--- config.mk ---
export PLATFORM = sky130hd
export DESIGN_NAME = spr_dma_engine
export DESIGN_NICKNAME = d
export VERILOG_FILES = /design/src/rtl/spr_dma_pkg.sv /design/src/rtl/spr_dma_ctrl.sv /design/src/rtl/spr_dma_addr.sv /design/src/rtl/spr_dma_latch.sv /design/src/rtl/spr_dma_engine.sv
export SDC_FILE = /design/constraint.sdc
export NUM_CORES = 1
export LEC_CHECK = 0
export BUFFER_PORTS_ARGS = -buffer_cell sky130_fd_sc_hd__buf_4
export CORE_ASPECT_RATIO = 0.9
export CORE_UTILIZATION = 50
export CTS_CLUSTER_DIAMETER = 50
export DETAILED_ROUTE_END_ITERATION = 10
export GPL_ROUTABILITY_DRIVEN = 0
export PLACE_DENSITY = 0.91
export SYNTH_ARGS = -nofsm -noshare
export SYNTH_HDL_FRONTEND = slang
export SYNTH_SLANG_ARGS = --single-unit
--- constraint.sdc ---
create_clock -name clk -period 3.3 [get_ports clk]
set_input_delay 0.33 -clock clk [delete_from_list [all_inputs] [get_ports clk]]
set_output_delay 0.33 -clock clk [all_outputs]
set_load 0.01 [all_outputs]
--- src/rtl/spr_dma_pkg.sv ---
package spr_dma_pkg;

    typedef enum logic [2:0] {
        ST_IDLE  = 3'd0,
        ST_ALIGN = 3'd1,
        ST_LEAD  = 3'd2,
        ST_READ  = 3'd3,
        ST_WRITE = 3'd4
    } dma_state_e;

    typedef struct packed {
        logic rd;
        logic we;
        logic busy;
    } dma_strobe_t;

    function automatic dma_state_e next_state(input dma_state_e cur,
                                              input logic trig,
                                              input logic odd,
                                              input logic last);
        dma_state_e nxt;
        nxt = cur;
        case (cur)
            ST_IDLE:  if (trig) nxt = odd ? ST_ALIGN : ST_LEAD;
            ST_ALIGN: nxt = ST_LEAD;
            ST_LEAD:  nxt = ST_READ;
            ST_READ:  nxt = ST_WRITE;
            ST_WRITE: nxt = last ? ST_IDLE : ST_READ;
            default:  nxt = ST_IDLE;
        endcase
        return nxt;
    endfunction

    function automatic dma_strobe_t decode_strobe(input dma_state_e cur);
        dma_strobe_t s;
        s.rd   = (cur == ST_READ);
        s.we   = (cur == ST_WRITE);
        s.busy = (cur != ST_IDLE);
        return s;
    endfunction

endpackage

--- src/rtl/spr_dma_ctrl.sv ---
module spr_dma_ctrl
    import spr_dma_pkg::*;
#(
    parameter int BYTE_CNT = 256,
    localparam int CNT_W = $clog2(BYTE_CNT)
) (
    input  logic             clk,
    input  logic             rst,
    input  logic             trig_we,
    input  logic             cyc_odd,
    output dma_state_e       state,
    output logic [CNT_W-1:0] idx,
    output logic             accept,
    output logic             done
);
    localparam logic [CNT_W-1:0] LAST_IDX = CNT_W'(BYTE_CNT - 1);

    logic last;

    assign last   = (idx == LAST_IDX);
    assign accept = (state == ST_IDLE) && trig_we;

    always_ff @(posedge clk) begin
        if (rst) begin
            state <= ST_IDLE;
            idx   <= '0;
            done  <= 1'b0;
        end else begin
            state <= next_state(state, trig_we, cyc_odd, last);
            done  <= (state == ST_WRITE) && last;
            if (accept)
                idx <= '0;
            else if (state == ST_WRITE && !last)
                idx <= idx + 1'b1;
        end
    end

endmodule

--- src/rtl/spr_dma_addr.sv ---
module spr_dma_addr #(
    parameter int ADDR_W = 16,
    parameter int BYTE_CNT = 256,
    localparam int CNT_W = $clog2(BYTE_CNT),
    localparam int PAGE_W = ADDR_W - CNT_W
) (
    input  logic              clk,
    input  logic              rst,
    input  logic              load,
    input  logic [PAGE_W-1:0] page_in,
    input  logic [CNT_W-1:0]  idx,
    output logic [ADDR_W-1:0] addr
);
    logic [PAGE_W-1:0] page_q;

    always_ff @(posedge clk) begin
        if (rst)
            page_q <= '0;
        else if (load)
            page_q <= page_in;
    end

    assign addr = {page_q, idx};

endmodule

--- src/rtl/spr_dma_latch.sv ---
module spr_dma_latch #(
    parameter int DATA_W = 8
) (
    input  logic              clk,
    input  logic              rst,
    input  logic              capture,
    input  logic [DATA_W-1:0] din,
    output logic [DATA_W-1:0] dout
);
    always_ff @(posedge clk) begin
        if (rst)
            dout <= '0;
        else if (capture)
            dout <= din;
    end

endmodule

--- src/rtl/spr_dma_engine.sv ---
module spr_dma_engine
    import spr_dma_pkg::*;
#(
    parameter int ADDR_W = 16,
    parameter int DATA_W = 8,
    parameter int BYTE_CNT = 256,
    localparam int CNT_W = $clog2(BYTE_CNT),
    localparam int PAGE_W = ADDR_W - CNT_W
) (
    input  logic              clk,
    input  logic              rst,
    input  logic              trig_we,
    input  logic [PAGE_W-1:0] trig_page,
    input  logic              cyc_odd,
    output logic [ADDR_W-1:0] bus_addr,
    output logic              bus_rd,
    input  logic [DATA_W-1:0] bus_rdata,
    output logic              spr_we,
    output logic [DATA_W-1:0] spr_wdata,
    output logic              halt,
    output logic              done
);
    dma_state_e       state;
    logic [CNT_W-1:0] idx;
    logic             accept;
    dma_strobe_t      strb;

    spr_dma_ctrl #(.BYTE_CNT(BYTE_CNT)) u_ctrl (
        .clk     (clk),
        .rst     (rst),
        .trig_we (trig_we),
        .cyc_odd (cyc_odd),
        .state   (state),
        .idx     (idx),
        .accept  (accept),
        .done    (done)
    );

    spr_dma_addr #(.ADDR_W(ADDR_W), .BYTE_CNT(BYTE_CNT)) u_addr (
        .clk     (clk),
        .rst     (rst),
        .load    (accept),
        .page_in (trig_page),
        .idx     (idx),
        .addr    (bus_addr)
    );

    assign strb = decode_strobe(state);

    spr_dma_latch #(.DATA_W(DATA_W)) u_latch (
        .clk     (clk),
        .rst     (rst),
        .capture (strb.rd),
        .din     (bus_rdata),
        .dout    (spr_wdata)
    );

    assign bus_rd = strb.rd;
    assign spr_we = strb.we;
    assign halt   = strb.busy;

endmodule

# Word level (Yosys, flattened, before mapping)
# Index checks and enable logic that the tools add are counted.
totals:
  reg_bits: 28
  elab_cells: 23
  in_bits: 20
op_classes:
  addsub: 1
  reduce_logical: 7
  eq_ne: 6
  n_mux: 4
ops:
  columns: ["op", "count"]
  rows:
  - ["3-bit case mux with 5 select lines", 1]
  - ["8-bit by 1-bit adder with 8-bit output, second input constant", 1]
  - ["8-bit == test, second input constant", 1]
  - ["3-bit by 2-bit == test with 1-bit output, second input constant", 2]
  - ["2-bit two-way mux", 2]
  - ["3-bit by 1-bit == test with 1-bit output, second input constant", 1]
  - ["3-bit == test, second input constant", 1]
  - ["1-bit logical AND", 3]
  - ["3-bit zero test", 1]
  - ["3-bit two-way mux", 1]
  - ["3-bit nonzero test", 1]
  - ["2-bit != test, second input constant", 1]
  - ["2-bit OR reduction", 1]
  - ["1-bit zero test", 1]

# Longest topological paths before layout
logic_depth:
  ltp_word: 3
  mapped_depth: 6
  ltp_nobuf: 4

# Hierarchy
# Synthesis repeated with hierarchy kept, for this count alone.
unflattened:
  cells_unflattened: 125
  hier_area_um2: 1201.2
by_module_without_submodules:
  columns: ["mod", "area_per_inst_um2", "cells_each", "instances", "seq_area_each_um2"]
  rows:
  - ["spr_dma_ctrl", 546.8, 62, 1, 240.2]
  - ["spr_dma_addr", 345.3, 34, 1, 160.2]
  - ["spr_dma_latch", 285.3, 26, 1, 160.2]
  - ["spr_dma_engine", 23.8, 3, 1, 0.0]

# Least setup slack after synthesis
# OpenSTA, ideal clock, no wires.
synth_timing:
  path_type: "reg-to-reg"
  from: "register u_ctrl.state[0]"
  to: "register u_addr.page_q[0]"
  arrival_ns: 1.302
  path_slack_ns: 1.865
  setup_time_ns: 0.133
  n_path_buf: 3
  period_less_slack_ns: 1.435
  path_stages_with_launch: 7
  cell_sequence: "dfxtp_1 buf_6 or4b_1 buf_2 buf_6 nand2_1 a21oi_1"
synth_between:
  elab_chain_cells: 2
synth_lines:
  columns: ["element", "line_no", "text"]
  rows:
  - ["from (decl)", "spr_dma_ctrl.sv:11", "output dma_state_e state,"]
  - ["from (signal assigned)", "spr_dma_ctrl.sv:29", "state <= next_state(state, trig_we, cyc_odd, last);"]
  - ["3-bit zero test", "spr_dma_ctrl.sv:21", "assign accept = (state == ST_IDLE) && trig_we;"]
  - ["1-bit logical AND", "spr_dma_ctrl.sv:21", null]
  - ["to (signal assigned)", "spr_dma_addr.sv:20", "page_q <= page_in;"]
  - ["to (decl)", "spr_dma_addr.sv:14", "logic [PAGE_W-1:0] page_q;"]
# No other way between the ends.
# A chain may end at the register's enable or synchronous reset.

# Worst setup path after layout
layout_timing:
  from: "register u_ctrl.state[1]"
  to: "output bus_rd"
layout_between:
  elab_chain_cells: 1
layout_lines:
  columns: ["element", "line_no", "text"]
  rows:
  - ["3-bit by 2-bit == test with 1-bit output", "spr_dma_pkg.sv:36", "s.rd = (cur == ST_READ);"]
  - ["to (decl)", "spr_dma_engine.sv:16", "output logic bus_rd,"]
# No other way between the ends.

==> summary.md <==
| Metric | Value |
|---|---|
| Worst Path Arrival | 1550 ps |
| Fillers | roughly 190 |
| Core area | between 2000 and 2500 um2 |
| Post-layout util | 72.1% |
| Number of flops mapped to enable cells by yosys | 0 |
| Worst Path Max Fanout | 10 |
| Max Buffers Root-to-Sink | 2 |
| CTS tree | yes |
| Hold_sp | bus_rdata[7] |
| Clk sinks | 28 |
| Placed Area | about 1600 um2 |
| Pre-Repair DR Iteration Count | 4 |
| ANT cells | 0 |
| Routed via count divided by cell count | 5.59 |
| Routed wire length | about 2.8 mm |
| Mux cell area share after synthesis | a little over a tenth |
| Post-Synth Adder-Cell Area | between 1 and 1.5% |
| H-tree lvl count | 1 |
| Setup repair bufs after CTS | 0 |
| First-pass GRT wire length | around 4.6 mm |
| Req. time, crit path | 2970 ps |
| Final Cycle Share | about 57% |
| Dpl cells | 204 |
| CTS Hold Bufs | 0 |
| Die Height | between 40 and 50 um |
| Floorplan row count | 16 |
| CP peak stage delay | 500 ps |
| Die Span X | roughly 54 um |
| Post-DRT Antenna Nets | 0 |
| Layout cell share with drive strength beyond 1 | approximately a third |
| Delay-heaviest family, CP | flip-flops |
| Leading area contributor after synthesis | dfxtp_1 |
| Slowest stage cell, crit path | dfxtp_1 |
| Final Non-Filler Cells | 208 |
| DRC violations left | 0 |
| FF-to-FF setup slack | about 1600 ps |
| Status | finished clean |
| Most numerous cell in the Yosys netlist | dfxtp_1 |
| Hold Slack | 224 ps |
| Iteration-0 DRC count of the detailed router | 24 |
| Yosys reg bits | 28 |
| Post-route cell area | 1630 um2 |
| Crit. End Element | output port |
| Synth Area in Compound Gates | between 10% and 20% |
| Critical Path End | bus_rd |
| Tot Pwr | ~0.69 mW |
| Die Area | about 2700 um2 |
| Root Driver | clkbuf_4 |
| CP Buf/Inv Count | 2 |
| # setup viols final | 0 |
| Cell Area, Synth | approximately 1200 um2 |
| Least-Margin Pin Slew | about 580 ps |
| Syn_nets | approximately 160 |
| Fin crit period | ~1900 ps |
| Insertion delay to the later sink of the worst-skew pair | ~320 ps |
| Reg2Reg Capture Point | u_ctrl.idx[5] |
| Synth cell types | 37 |
| XOR/XNOR share of the synthesized area | 0% |
| Max Clock Freq | around 530 MHz |
| Ys flop type | dfxtp_1 |
| Final worst slack | between 1000 and 1500 ps |
| RR Startpoint | u_ctrl.state[0] |
| Share of the synthesized area in the top cell type | 45.4% |
| Setup Skew | between 2 and 2.5 ps |
| Synth-to-Final Area Change | 32.1% |
| Most frequent cells after synthesis | dfxtp_1, nand2_1, mux2i_1 |
| Max Slew Vio Count | 0 |
| Crit-path cells | nand3b_1 > inv_2 > buf_4 |
| GRT Residual Overflow | 0 |
| Critical path depth | 3 |
| Cell count after synthesis | ~140 |
| Final Hold Vio Count | 0 |
| Avg Cell Area, Syn | 9.01 um2 |
| Crit Path Category | register to output port |
| Crit. Startpoint | u_ctrl.state[1] |
| Top-Level Pins | 48 |
| Largest family of logic cells by synthesized area | simple AND/OR/NAND/NOR gates |
| TritonCTS Buffers | 3 |
| Setup TNS Final | 0 ps |
| Register area share after synthesis | approximately 45% |
| Largest net degree at the start of global routing | 23 |
| Wirelength per Cell | ~13 um |
| Max-Cap Viols | 0 |
| Cell Pwr Density | 424 nW/um2 |
| RSZ-0062 raised after global routing | false |
| Slew margin rel. | between 60% and 70% |
| Pre-CTS setup slack | approximately 1700 ps |
| Top post-synthesis cells by area | dfxtp_1, mux2i_1, nand2_1 |
| CTS resizes | 0 |
| Initial Util | 54.6% |
| HPWL after detailed placement | around 2 mm |
| Worst hold path type | input port to register |
| DR vias | 1162 |
| Reg clk slew, reported paths | roughly 150 ps |
| Worst reg2reg path depth | 3 |
| Tot GR Track Use | 22.9% |
| Worst VDD drop | 0.267 mV |
| Fraction of registers with async set/reset | 0% |
| Initial antenna violation count | 0 |
| CP Launch Type | register |
| Vias in the first global route | 1060 |
| Synth Area in Simple Gates | roughly a quarter |
| Number of port buffers | 47 |
| Yosys warnings | 0 |
| Pleak | 0.773 nW |
| Nets | 203 |
## report_power, final
part | total, mW | switching (mW) | internal, mW
Combinational | 0.104 | 0.0517 | 0.0525
Sequential | 0.365 | 0.0125 | 0.352
Clock | 0.223 | 0.100 | 0.123
Total | 0.692 | 0.164 | 0.528
## sequential cells by signal, indices dropped and copies added, names as in the netlist
register / flops
u_ctrl.idx: 8
u_addr.page_q: 8
u_ctrl.done: 1
u_latch.dout: 8
u_ctrl.state: 3
## how the worst min path moves through the flow
| stage | slack, ps | to | cells past startpoint |
|---|---|---|---|
| after floorplan | 470 | u_addr.page_q[0] | 2 |
| after global placement | 450 | u_addr.page_q[0] | 2 |
| after detailed placement | 450 | u_addr.page_q[0] | 2 |
| after CTS | 220 | u_latch.dout[7] | 3 |
| after global routing | 220 | u_latch.dout[2] | 3 |
| final | 220 | u_latch.dout[7] | 3 |
## area by class of cell
class | instances | area, um2 | share of cell area [%]
Clock buffer | 3 | 22.5 | 1.38
Inverter | 4 | 16.3 | 0.997
Clock inverter | 1 | 30.0 | 1.84
Multi-Input combinational cell | 97 | 608 | 37.3
Tap cell | 27 | 33.8 | 2.07
Sequential cell | 28 | 561 | 34.4
Timing Repair Buffer | 48 | 360 | 22.1
## cells in the final DEF (no fill, tap or decap), types with 2 or more instances in the layout
cell type	n
a31oi_1	2
nor3_1	2
mux2i_1	13
buf_4	48
dfxtp_1	28
a21oi_1	11
nand4_1	2
nand3_2	2
o21ai_0	2
and3_1	2
nor2_1	10
nand3_1	9
or3_1	4
clkbuf_4	3
nand2_1	17
inv_2	2
a211oi_1	2
and4_1	3
## cell families after synthesis
group                      count (synthesis)
AOI/OAI and AO/OA                         23
adders and majority gates                  1
buffers and inverters                     12
DFF                                       28
muxes                                     13
and+or+nand+nor                           60
## routing by layer
| metal | wire length, um | track usage [%] | vias up |
|---|---|---|---|
| met1 | 1240 | 31.0 | 532 |
| met4 | 23 | 7.69 | 0 |
| met2 | 1370 | 36.2 | 47 |
| met3 | 143 | 3.74 | 4 |
| li1 | - | - | 579 |
| met5 | 0 | 0 | - |
## worst register-to-register path: stages, from the launching register on
cell and delay (ps):
dfxtp_1 410, or4b_1 830, nand2_1 250, a211oi_1 70
No activity file was read; power rests on OpenSTA's default activity.
